File: src/rtl/pmd_pkg.sv
package pmd_pkg;
  localparam int unsigned NUM_MODS_DEF = 8;
  localparam int unsigned DATA_W_DEF   = 16;
  localparam logic [7:0]  PRESENT_DEF  = 8'hB7;
endpackage

File: src/rtl/pmd_dis_reg.sv
module pmd_dis_reg #(
  parameter int unsigned NUM_MODS = 8,
  parameter logic [NUM_MODS-1:0] PRESENT_MASK = '1
) (
  input  logic                clk_i,
  input  logic                rst_ni,
  input  logic                we_i,
  input  logic [NUM_MODS-1:0] wdata_i,
  output logic [NUM_MODS-1:0] dis_o
);
  localparam logic [NUM_MODS-1:0] ABSENT = ~PRESENT_MASK;

  logic [NUM_MODS-1:0] dis_q;

  // absent modules are pinned disabled
  always_ff @(posedge clk_i or negedge rst_ni) begin
    if (!rst_ni)   dis_q <= ABSENT;
    else if (we_i) dis_q <= wdata_i | ABSENT;
  end

  assign dis_o = dis_q;
endmodule

File: src/rtl/pmd_apply.sv
module pmd_apply #(
  parameter int unsigned NUM_MODS = 8,
  parameter logic [NUM_MODS-1:0] PRESENT_MASK = '1
) (
  input  logic                clk_i,
  input  logic                rst_ni,
  input  logic                cycle_i,
  input  logic [NUM_MODS-1:0] dis_i,
  output logic [NUM_MODS-1:0] en_o
);
  logic [NUM_MODS-1:0] en_q;

  // one instruction-cycle application delay
  always_ff @(posedge clk_i or negedge rst_ni) begin
    if (!rst_ni)      en_q <= PRESENT_MASK;
    else if (cycle_i) en_q <= ~dis_i & PRESENT_MASK;
  end

  assign en_o = en_q;
endmodule

File: src/rtl/pmd_access.sv
module pmd_access #(
  parameter int unsigned NUM_MODS = 8,
  parameter int unsigned DATA_W   = 16
) (
  input  logic [NUM_MODS-1:0]        en_i,
  input  logic [NUM_MODS-1:0]        wr_i,
  input  logic [NUM_MODS-1:0]        rd_i,
  input  logic [NUM_MODS*DATA_W-1:0] rdata_i,
  output logic [NUM_MODS-1:0]        wr_o,
  output logic [DATA_W-1:0]          rdata_o,
  output logic                       rvalid_o
);
  logic [NUM_MODS-1:0] rd_sel;
  logic [DATA_W-1:0]   masked [NUM_MODS];

  assign wr_o = wr_i & en_i;

  for (genvar g = 0; g < NUM_MODS; g++) begin : g_mod
    assign rd_sel[g] = rd_i[g] & en_i[g];
    assign masked[g] = rdata_i[g*DATA_W +: DATA_W] & {DATA_W{rd_sel[g]}};
  end

  always_comb begin
    rdata_o = '0;
    for (int i = 0; i < NUM_MODS; i++) rdata_o = rdata_o | masked[i];
  end

  assign rvalid_o = |rd_sel;
endmodule

File: src/rtl/pmd_gate.sv
module pmd_gate #(
  parameter int unsigned NUM_MODS = pmd_pkg::NUM_MODS_DEF,
  parameter int unsigned DATA_W   = pmd_pkg::DATA_W_DEF,
  parameter logic [NUM_MODS-1:0] PRESENT_MASK = NUM_MODS'(pmd_pkg::PRESENT_DEF)
) (
  input  logic                       clk_i,
  input  logic                       rst_ni,
  input  logic                       cycle_i,
  input  logic                       dis_we_i,
  input  logic [NUM_MODS-1:0]        dis_wdata_i,
  output logic [NUM_MODS-1:0]        dis_rdata_o,
  output logic [NUM_MODS-1:0]        mod_clk_en_o,
  input  logic [NUM_MODS-1:0]        bus_wr_i,
  output logic [NUM_MODS-1:0]        mod_wr_o,
  input  logic [NUM_MODS-1:0]        bus_rd_i,
  input  logic [NUM_MODS*DATA_W-1:0] mod_rdata_i,
  output logic [DATA_W-1:0]          bus_rdata_o,
  output logic                       bus_rd_valid_o
);
  logic [NUM_MODS-1:0] dis;
  logic [NUM_MODS-1:0] en;

  pmd_dis_reg #(.NUM_MODS(NUM_MODS), .PRESENT_MASK(PRESENT_MASK)) u_dis (
    .clk_i   (clk_i),
    .rst_ni  (rst_ni),
    .we_i    (dis_we_i),
    .wdata_i (dis_wdata_i),
    .dis_o   (dis)
  );

  pmd_apply #(.NUM_MODS(NUM_MODS), .PRESENT_MASK(PRESENT_MASK)) u_apply (
    .clk_i   (clk_i),
    .rst_ni  (rst_ni),
    .cycle_i (cycle_i),
    .dis_i   (dis),
    .en_o    (en)
  );

  pmd_access #(.NUM_MODS(NUM_MODS), .DATA_W(DATA_W)) u_access (
    .en_i     (en),
    .wr_i     (bus_wr_i),
    .rd_i     (bus_rd_i),
    .rdata_i  (mod_rdata_i),
    .wr_o     (mod_wr_o),
    .rdata_o  (bus_rdata_o),
    .rvalid_o (bus_rd_valid_o)
  );

  assign dis_rdata_o  = dis;
  assign mod_clk_en_o = en;
endmodule

File: config.mk
export PLATFORM = sky130hd
export DESIGN_NAME = pmd_gate
export DESIGN_NICKNAME = d
export VERILOG_FILES = /design/src/rtl/pmd_pkg.sv /design/src/rtl/pmd_dis_reg.sv /design/src/rtl/pmd_apply.sv /design/src/rtl/pmd_access.sv /design/src/rtl/pmd_gate.sv
export SDC_FILE = /design/constraint.sdc
export NUM_CORES = 1
export LEC_CHECK = 0
export CAP_MARGIN = 20
export CORE_AREA = 10 10 68 70
export CTS_CLUSTER_DIAMETER = 30
export DETAILED_ROUTE_END_ITERATION = 8
export DIE_AREA = 0 0 78 80
export DONT_BUFFER_PORTS = 1
export HOLD_SLACK_MARGIN = 0.08
export PLACE_DENSITY = 0.56
export SYNTH_ARGS = -nofsm -noshare
export SYNTH_HDL_FRONTEND = slang
export SYNTH_SLANG_ARGS = --single-unit
File: constraint.sdc
create_clock -name clk_i -period 3.52 [get_ports clk_i]
set_input_delay 0.704 -clock clk_i [delete_from_list [all_inputs] [get_ports clk_i]]
set_output_delay 0.704 -clock clk_i [all_outputs]
set_load 0.03 [all_outputs]
==> qor.txt, run 1 <==
Vias: 1,152
H-tree depth: 1
Max Fclk: 358 MHz
initial DRC count: 179
Post-synth ARST share: 100%
Die Area: 6240 um^2
Ys Warns: 0
Avg Inst Size Synth: 9.05 um^2
GRT busiest layer: met2
mapped cell area: 1190 um^2
DIE WIDTH: 78 um
Worst setup EP type: output pin
Max IR drop VDD: 0.000246 V
pin count of the biggest net entering global routing: 18
Initial Utilization: 36.1%
worst path required time: 2.82 ns
Reg clk slew, reported paths: 0.07 ns
clk root buf: clkbuf_4
CP Launch Type: register
minimum clock period: 2.79 ns
status: complete, no violations
Final TNS setup: 0 ns
Netlist cell types: 21
placeable core area: 3280 um^2
router iterations before antenna repair: 5
Synth Area in Compound Gates: 32.9%
Wirelength per Cell: 29.4 um
CTS buffer count: 3
Global Route met1 Usage: 14.1%
clk_lat worst skew: 0.26 ns
Post-synth top flop: dfstp_2
final hold violations: 0
Yosys reg bits: 12
sequential area share after synthesis: 25.9%
fraction of post-synthesis cell area in the top cell type by area: 29.1%
post-synthesis instance total: 131
Die Ht: 80 um
Filler cells: 339
post-cts hold buffer count: 0
Post-Route Skew: 0.000430 ns
Power Total: 542 uW
post-route ant nets: 0
gr ovfl total: 0
fin nets: 276
Post-synth EDFFs: 0
leakage dissipation: 0.408 nW
Vias/cell: 6.98
mux share of post-synthesis cell area: 7.38%
port bufs: 0
RSZ-0062 raised after global routing: false
Post-Synth XOR/XNOR Area: 0%
Setup Buffers After CTS: 0
Slew Viols, Final: 0
Layout area overhead: -6.54%
CTS tree: yes
GRT Total Usage: 13.2%
GR Util met2: 23.1%
critical path arrival: 2.09 ns
met3 usage: 6.98%
RePlAce Congestion: 0.791
CP Class: register to output pin
final wirelength: 4.85 mm
clock sink count: 12
largest area contributor in the netlist: a22oi_1
largest family of logic cells by synthesized area: compound AO/OA/AOI/OAI gates
vias in the first global route: 1,149
worst-case reg-to-reg path depth: 1
most common cell after layout, fill and taps aside: a22oi_1
post-synthesis adder-cell area fraction: 0%
global-route wire length before repair: 6.83 mm
DRC: 0
crit share post-route: 79.4%
Final setup violation count: 0
post-CTS sizing: 0
Synth area leaders: a22oi_1, dfstp_2, dfrtp_1, buf_6, nand3_1
crit path max fanout: 17
dpl hpwl: 4.21 mm
CTS Buffer Depth: 2
commonest non-fill, non-tap cells in the layout: a22oi_1, nand3_1, and2_1
PwrDens: 489 nW/um^2
initial antenna violation count: 0
simple-gate area share of the yosys netlist: 16.8%
layout cells sized above 1: 19.3%
max-cap violations: 0
Hold Crit Class: input pin to async pin
slew of the pin with the lowest slew margin: 0.694 ns
Max-slew headroom: 53.7%
row cnt: 21
I/O Pins: 197
antenna diode count: 0
registers in the layout, indices dropped and copies added (netlist names):
| register | cells |
|---|---|
| u_dis.dis_o | 6 |
| u_apply.en_o | 6 |
layout make-up:
| class | count | area (um^2) | share of cell area [%] |
|---|---|---|---|
| Inverter | 2 | 7.51 | 0.677 |
| Sequential cell | 12 | 308 | 27.8 |
| Tap cell | 46 | 57.6 | 5.19 |
| Multi-Input combinational cell | 101 | 699 | 63.1 |
| Clock buffer | 4 | 36.3 | 3.27 |
cell families (layout without fill, tap and decap cells):
family | after synthesis | in the layout
other | 2 | 6
and+or+nand+nor | 35 | 35
buffers and inverters | 22 | 6
DFF | 12 | 12
muxes | 8 | 8
AOI/OAI and AO/OA | 52 | 52
worst max-delay path, stage by stage, from the launching register on:
cell     delay [ns]
dfstp_2        0.65
and2_1         0.62
a22oi_1        0.21
nand3_1        0.34
path summary, 6_finish.rpt:
| path | endpoint | slack, ns | startpoint |
|---|---|---|---|
| worst max-delay path | bus_rdata_o[0] | 0.73 | u_apply.en_o[0]$_DFFE_PN1P_ |
| worst min-delay path | u_dis.dis_o[1]$_DFFE_PN0P_ | 0.13 | rst_ni |
| worst max register to register | u_dis.dis_o[5]$_DFFE_PN0P_ | 2.58 | u_dis.dis_o[5]$_DFFE_PN0P_ |
| worst min register to register | u_apply.en_o[1]$_DFFE_PN1P_ | 0.56 | u_apply.en_o[1]$_DFFE_PN1P_ |
| max in group asynchronous | u_apply.en_o[4]$_DFFE_PN1P_ | 3.22 | rst_ni |
| min in group clk_i | u_apply.en_o[2]$_DFFE_PN1P_ | 0.49 | cycle_i |
per-layer routing:
metal  wire length (um)  part of all wire, %  vias up
li1                   -                    -      464
met1               1610                   33      552
met2               2440                   50      128
met3                770                   16        8
met4                 27                 0.56        0
met5                  0                    0        -
power breakdown:
| part | internal (mW) | total, mW | switching (mW) |
|---|---|---|---|
| sequential | 0.161 | 0.211 | 0.0498 |
| combinational | 0.0594 | 0.227 | 0.167 |
| clock | 0.0627 | 0.104 | 0.0411 |
metrics by stage:
stage | area (um^2) | setup slack [ns] | std cells | hold WS (ns) | utilization (%)
floorplan | 1200 | 1.27 | 135 | 0.408 | -
global placement | 1070 | 1.03 | 161 | 0.409 | 32.6
detailed placement | 1070 | 1.00 | 161 | 0.409 | 32.6
CTS | 1110 | 0.719 | 165 | 0.121 | 33.8
global route | 1110 | 0.638 | 165 | 0.106 | 33.8
finish | 1110 | 0.725 | 165 | 0.131 | 33.8
synthesized netlist by cell type, types with 3 or more instances:
library cell	number
nand3_1	16
and2_4	3
a21oi_1	4
nor2_1	5
buf_6	10
dfstp_2	6
buf_4	6
and2_1	8
dfrtp_1	6
mux2_2	6
a22oi_1	46
No activity file was read; power rests on OpenSTA's default activity.
==> run 2, diff against run 1 <==
Clock period 3.52 ns to 2.6 ns, I/O delays scaled along.
==> run 2 against run 1 <==
  * Combinational power is 39% higher
  * Routed wire length is essentially flat
  * Register-to-register slack got worse by 0.92 ns
  * Worst hold slack improved by 0.17 ns
  * First-iteration DRC count fell by 35%
  * Total power is 37% higher
  * Core utilization grew 1.1 points
  * Count of clock-buffer cells in the layout stayed put
  * Sequential cell count stayed put
  * Final cell count rose by 2.4%
  * Clock skew barely moved
  * Worst setup slack got worse by 0.44 ns
  * Critical path type unchanged
  * Largest power group unchanged
==> qor.txt, run 2 (same netlist as run 1, synthesis figures left out) <==
status: complete, no violations (unchanged)
Reg-to-Reg Start: u_dis.dis_o[0]$_DFFE_PN0P_ (was u_dis.dis_o[5]$_DFFE_PN0P_)
PwrDens: 650 nW/um^2 (was 489 nW/um^2)
gr ovfl total: 0 (unchanged)
CTS buffer count: 3 (unchanged)
initial antenna violation count: 0 (unchanged)
Net Sw Power: 354 uW (was 258 uW)
Final TNS setup: 0 ns (unchanged)
final wirelength: 4.85 mm (about the same)
Critical Path Stages: 3 (unchanged)
post-route ant nets: 0 (unchanged)
CP Launch Type: register (unchanged)
Critical Path Sink: bus_rdata_o[0] (unchanged)
most common cell after layout, fill and taps aside: a22oi_1 (unchanged)
vias in the first global route: 1,159 (was 1,149)
Final setup violation count: 0 (unchanged)
Post-Route Skew: 0.000562 ns (was 0.000430 ns)
RSZ-0062 raised after global routing: false (unchanged)
leakage dissipation: 0.428 nW (was 0.408 nW)
cell count after placement: 163 (was 161)
crit share post-route: 88.9%
max-cap violations: 0 (unchanged)
antenna diode count: 0 (unchanged)
CTS tree: yes (unchanged)
Layout Cells excl Fill: 169 (was 165)
CTS Buffer Depth: 2 (unchanged)
commonest non-fill, non-tap cells in the layout: a22oi_1, nand3_1, and2_1 (unchanged)
worst-path cell with the longest stage delay: dfstp_2 (unchanged)
Reg clk slew, reported paths: 0.07 ns (about the same)
clk root buf: clkbuf_4 (unchanged)
Worst setup EP type: output pin (unchanged)
CP max stage delay: 0.65 ns (about the same)
clock sink count: 12 (unchanged)
reg2reg end: u_dis.dis_o[0]$_DFFE_PN0P_ (was u_dis.dis_o[5]$_DFFE_PN0P_)
minimum clock period: 2.31 ns
Max Fclk: 433 MHz
CP Class: register to output pin (unchanged)
GRT Total Usage: 13.3% (was 13.2%)
fin nets: 280 (was 276)
RePlAce Congestion: 0.793 (was 0.791)
Die Ht: 80 um (unchanged)
router iterations before antenna repair: 4 (was 5)
Vias/cell: 6.57 (was 6.98)
DRC: 0 (unchanged)
initial DRC count: 117 (was 179)
dpl hpwl: 4.21 mm (about the same)
Clk pwr share: 19.0% (was 19.2%)
worst path required time: 2.08 ns (was 2.82 ns)
final hold violations: 0 (unchanged)
I/O Pins: 197 (unchanged)
critical path arrival: 1.79 ns (was 2.09 ns)
Wirelength per Cell: 28.7 um (was 29.4 um)
Worst Path Buf+Inv: 0 (unchanged)
Comb pwr share: 42.5% (was 41.8%)
switching share of power: 47.5% (was 47.6%)
placeable core area: 3280 um^2 (unchanged)
post-layout util: 34.9% (was 33.8%)
Power Total: 744 uW (was 542 uW)
Hold Crit Class: input pin to register (was input pin to async pin)
layout cells sized above 1: 21.1% (was 19.3%)
Vias: 1,111 (was 1,152)
DIE WIDTH: 78 um (unchanged)
worst-case reg-to-reg path depth: 1 (unchanged)
Setup Buffers After CTS: 0 (unchanged)
sequential share of power: 38.5% (was 39.0%)
crit path max fanout: 17 (unchanged)
Max IR drop VDD: 0.000328 V (was 0.000246 V)
Die Area: 6240 um^2 (unchanged)
pin count of the biggest net entering global routing: 18 (unchanged)
family with the most delay on the worst path: simple AND/OR/NAND/NOR gates (unchanged)
port bufs: 0 (unchanged)
clk_lat worst skew: 0.26 ns (about the same)
Initial Utilization: 36.1% (unchanged)
row cnt: 21 (unchanged)
crit-path cells: and2_2, a22oi_1, nand3_1 (was and2_1, a22oi_1, nand3_1)
Int Power: 390 uW (was 284 uW)
Worst Setup SP: u_apply.en_o[1]$_DFFE_PN1P_ (was u_apply.en_o[0]$_DFFE_PN1P_)
H-tree depth: 1 (unchanged)
Slew Viols, Final: 0 (unchanged)
global-route wire length before repair: 6.84 mm (was 6.83 mm)
r2r setup slk: 1.66 ns (was 2.58 ns)
Layout area overhead: -3.48% (was -6.54%)
[run 2: metrics by stage]
step | setup WS, ns | instance area (um^2) | hold slack (ns)
5_1_grt | 0.232 | 1140 | 0.287
3_5_place_dp | 0.367 | 1090 | 0.225
3_3_place_gp | 0.409 | 1090 | 0.225
4_1_cts | 0.0677 | 1130 | 0.0804
6_report | 0.289 | 1140 | 0.302
2_1_floorplan | 0.678 | 1200 | 0.224
[run 2: worst min-delay path by stage]
| stage | slack [ns] | from | cells past startpoint | endpoint |
|---|---|---|---|---|
| floorplan | 0.22 | rst_ni | 0 | u_dis.dis_o[0]$_DFFE_PN0P_ |
| global placement | 0.22 | rst_ni | 0 | u_dis.dis_o[2]$_DFFE_PN0P_ |
| detailed placement | 0.22 | rst_ni | 0 | u_dis.dis_o[7]$_DFFE_PN0P_ |
| CTS | 0.08 | rst_ni | 0 | u_apply.en_o[7]$_DFFE_PN1P_ |
| global route | 0.29 | cycle_i | 1 | u_apply.en_o[2]$_DFFE_PN1P_ |
| finish | 0.30 | cycle_i | 1 | u_apply.en_o[4]$_DFFE_PN1P_ |
[run 2: timing repair]
item | 4_1_cts | 5_1_grt
setup endpoints to repair | 0 | 3
resized for setup | 0 | 1
hold buffers | 1 | 1
hold endpoints to repair | 6 | 6
[run 2: power groups by stage]
stage	sequential [mW]	clock, mW	combinational [mW]
3_5_place_dp	0.291	0	0.309
4_1_cts	0.288	0.148	0.313
6_report	0.286	0.141	0.316
5_1_grt	0.292	0.156	0.337
2_1_floorplan	0.281	0	0.316
3_3_place_gp	0.290	0	0.305
[run 2: cell type report]
type,count,area [um^2]
Clock buffer,4,36.3
Tap cell,46,57.6
Sequential cell,12,308
Timing Repair Buffer,4,35.0
Multi-Input combinational cell,101,701
Fill cell,353,2140
Inverter,2,7.51
[run 2: layer usage]
layer	part of all wire [%]	vias up	track usage, %	routed length [um]
met4	0.64	0	3.23	31
met5	0	-	0	0
li1	-	476	-	-
met3	14	4	6.42	671
met1	35	526	14.1	1710
met2	50	105	23.2	2440
==> run 3, diff against run 2 <==
Settings changed: CORE_AREA 10 10 68 70 to not set, CORE_MARGIN set to 10, CORE_UTILIZATION set to 39, DIE_AREA 0 0 78 80 to not set, PLACE_DENSITY 0.56 to 0.59, SYNTH_HIERARCHICAL set to 1.
==> run 3 against run 2 <==
  * Sequential cell count is the same
  * First-iteration DRC count is 0.85% lower
  * Worst hold slack worse by 0.18 ns
  * Maximum frequency is 7.4% lower
  * Sequential share of layout area decreased by 7.1 points
  * Clock skew barely moved
  * Critical path depth unchanged
  * Area after synthesis increased by 30%
  * Core utilization up 6.6 points
==> qor.txt, run 3 <==
Synth area leaders: and3_1, a22oi_1, dfstp_2, dfrtp_1, a2111oi_2 (was a22oi_1, dfstp_2, dfrtp_1, buf_6, nand3_1)
family with the most delay on the worst path: simple AND/OR/NAND/NOR gates (unchanged)
fin nets: 327 (was 280)
I/O Pins: 197 (unchanged)
worst path required time: 2.08 ns (about the same)
most common cell after layout, fill and taps aside: and3_1 (was a22oi_1)
CP Launch Type: register (unchanged)
Netlist cell types: 21 (unchanged)
clock sink count: 12 (unchanged)
slew of the pin with the lowest slew margin: 0.610 ns
RePlAce Congestion: 0.816 (was 0.793)
most frequent cell after synthesis: and3_1 (was a22oi_1)
status: complete, no violations (unchanged)
Slew Viols, Final: 0 (unchanged)
Comb pwr share: 43.0% (was 42.5%)
Ys Warns: 6 (was 0)
Worst Path Buf+Inv: 0 (unchanged)
max-cap violations: 0 (unchanged)
Post-synth EDFFs: 0 (unchanged)
pin count of the biggest net entering global routing: 21 (was 18)
fraction of post-synthesis cell area in the top cell type by area: 19.4% (was 29.1%)
dpl hpwl: 6.08 mm (was 4.21 mm)
Die Ht: 82.9 um (was 80 um)
post-synthesis instance total: 183 (was 131)
Hold Crit Class: input pin to async pin (was input pin to register)
Clk pwr share: 19.8% (was 19.0%)
Die Area: 6880 um^2 (was 6240 um^2)
critical path arrival: 1.98 ns (was 1.79 ns)
commonest non-fill, non-tap cells in the layout: and3_1, a22oi_1, nand3_1 (was a22oi_1, nand3_1, and2_1)
global-route wire length before repair: 10.9 mm (was 6.84 mm)
Post-Route Skew: 0.000195 ns (was 0.000562 ns)
Vias/cell: 7.21 (was 6.57)
DIE WIDTH: 82.9 um (was 78 um)
Power Total: 872 uW (was 744 uW)
Max IR drop VDD: 0.000340 V (was 0.000328 V)
Synth Area in Compound Gates: 29.4% (was 32.9%)
H-tree depth: 1 (unchanged)
Worst setup EP type: output pin (unchanged)
clk_lat worst skew: 0.24 ns (was 0.26 ns)
Wirelength per Cell: 33.0 um (was 28.7 um)
worst-path cell with the longest stage delay: a2111oi_0 (was dfstp_2)
Layout area overhead: 0.567% (was -3.48%)
leakage dissipation: 0.731 nW (was 0.428 nW)
final hold violations: 0 (unchanged)
port bufs: 0 (unchanged)
antenna diode count: 0 (unchanged)
CTS tree: yes (unchanged)
Post-Synth XOR/XNOR Area: 0% (unchanged)
crit path max fanout: 20 (was 17)
post-layout util: 41.5% (was 34.9%)
most instantiated cells after synthesis: and3_1, a22oi_1, nand3_1 (was a22oi_1, nand3_1, buf_6)
layout cells sized above 1: 17.1% (was 21.1%)
Setup WS post-layout: 0.104 ns (was 0.289 ns)
Post-synth ARST share: 100% (unchanged)
sequential share of power: 37.2% (was 38.5%)
Net Sw Power: 414 uW (was 354 uW)
post-synthesis adder-cell area fraction: 0% (unchanged)
mapped cell area: 1540 um^2 (was 1190 um^2)
sequential area share after synthesis: 19.9% (was 25.9%)
minimum clock period: 2.50 ns (was 2.31 ns)
initial antenna violation count: 0 (unchanged)
crit share post-route: 96.0% (was 88.9%)
Vias: 1,572 (was 1,111)
Post-synth top flop: dfstp_2 (unchanged)
vias in the first global route: 1,662 (was 1,159)
Max Fclk: 401 MHz (was 433 MHz)
Initial Utilization: 41.2% (was 36.1%)
PwrDens: 561 nW/um^2 (was 650 nW/um^2)
clk root buf: clkbuf_8 (was clkbuf_4)
router iterations before antenna repair: 7 (was 4)
CP max stage delay: 0.55 ns (was 0.65 ns)
largest family of logic cells by synthesized area: simple AND/OR/NAND/NOR gates (was compound AO/OA/AOI/OAI gates)
Reg clk slew, reported paths: 0.05 ns (was 0.07 ns)
Yosys reg bits: 12 (unchanged)
switching share of power: 47.5% (about the same)
simple-gate area share of the yosys netlist: 31.3% (was 16.8%)
placeable core area: 3740 um^2 (was 3280 um^2)
gr ovfl total: 0 (unchanged)
Max-slew headroom: 59.3%
initial DRC count: 116 (was 117)
row cnt: 22 (was 21)
CTS Buffer Depth: 2 (unchanged)
DRC: 0 (unchanged)
Avg Inst Size Synth: 8.44 um^2 (was 9.05 um^2)
worst slack, placed: 0.285 ns (was 0.367 ns)
post-route ant nets: 0 (unchanged)
largest area contributor in the netlist: and3_1 (was a22oi_1)
Int Power: 458 uW (was 390 uW)
GRT Total Usage: 19.1% (was 13.3%)
Final setup violation count: 0 (unchanged)
CP Class: register to output pin (unchanged)
crit-path cells: and3_1, a2111oi_0, nand3_1 (was and2_2, a22oi_1, nand3_1)
final wirelength: 7.19 mm (was 4.85 mm)
mux share of post-synthesis cell area: 9.08% (was 7.38%)
CTS buffer count: 3 (unchanged)
[run 3: changes by cell type after synthesis, moves of 5 or more]
cell,previous run,this run
a2111oi_0,0,7
a2111oi_2,0,9
a22oi_1,46,33
and3_1,0,48
buf_6,10,4
clkbuf_1,1,10
mux2_2,6,0
mux2_4,0,6
nor2_1,5,0
[run 3: kinds of logic after synthesis]
kind of cell / count (synthesis)
mux: 11
flops: 12
compound gates: 51
other cells: 2
buf+inv: 27
simple gates: 80
[run 3: final cells by class]
cell class	count	area (um^2)
timing repair buffer	3	25.0
inverter	5	18.8
tap	48	60.1
fill	387	2190
clock buffer	4	45.0
multi-input combinational	146	1100
sequential	12	308
[run 3: worst paths after layout]
kind | startpoint | end | slack [ns] | depth (start not counted)
setup / recovery | u_apply/en_o[7]$_DFFE_PN1P_ | bus_rdata_o[4] | 0.10 | 3
hold / removal | rst_ni | u_apply/en_o[4]$_DFFE_PN1P_ | 0.12 | 0
setup reg to reg | u_apply/en_o[7]$_DFFE_PN1P_ | u_apply/en_o[7]$_DFFE_PN1P_ | 1.48 | 2
hold reg to reg | u_apply/en_o[1]$_DFFE_PN1P_ | u_apply/en_o[1]$_DFFE_PN1P_ | 0.56 | 2
max in group asynchronous | rst_ni | u_dis/dis_o[4]$_DFFE_PN0P_ | 1.80 | 1
min in group clk_i | cycle_i | u_apply/en_o[5]$_DFFE_PN1P_ | 0.33 | 1
[run 3: metal layers]
metal | global-route usage (%) | up-vias | wire length (um)
met2 | 35.1 | 131 | 3890
met4 | 2.31 | 0 | 17
met3 | 8.11 | 2 | 883
li1 | - | 684 | -
met1 | 20.1 | 755 | 2400
met5 | 0 | - | 0
[run 3: power by group through the flow]
| stage | clock network, mW | registers, mW | logic [mW] |
|---|---|---|---|
| CTS | 0.177 | 0.324 | 0.369 |
| finish | 0.173 | 0.324 | 0.375 |
| floorplan | 0 | 0.295 | 0.355 |
| global route | 0.187 | 0.332 | 0.405 |
| detailed placement | 0 | 0.327 | 0.365 |
| global placement | 0 | 0.325 | 0.360 |
[run 3: what timing repair did]
item	CTS	global route
gates resized for setup	0	3
endpoints found under the setup margin	0	4
setup buffers	0	0
endpoints found under the hold margin	6	0
hold buffers	1	0
[run 3: per-stage QoR]
step | cell area, um^2 | setup TNS (ns) | hold slack (ns) | std cells
final | 1550 | 0 | 0.124 | 218
after global routing | 1550 | -0.00323 | 0.105 | 218
after CTS | 1550 | 0 | 0.116 | 218
after detailed placement | 1490 | 0 | 0.225 | 213
after global placement | 1490 | 0 | 0.225 | 213
after floorplan | 1550 | 0 | 0.224 | 185
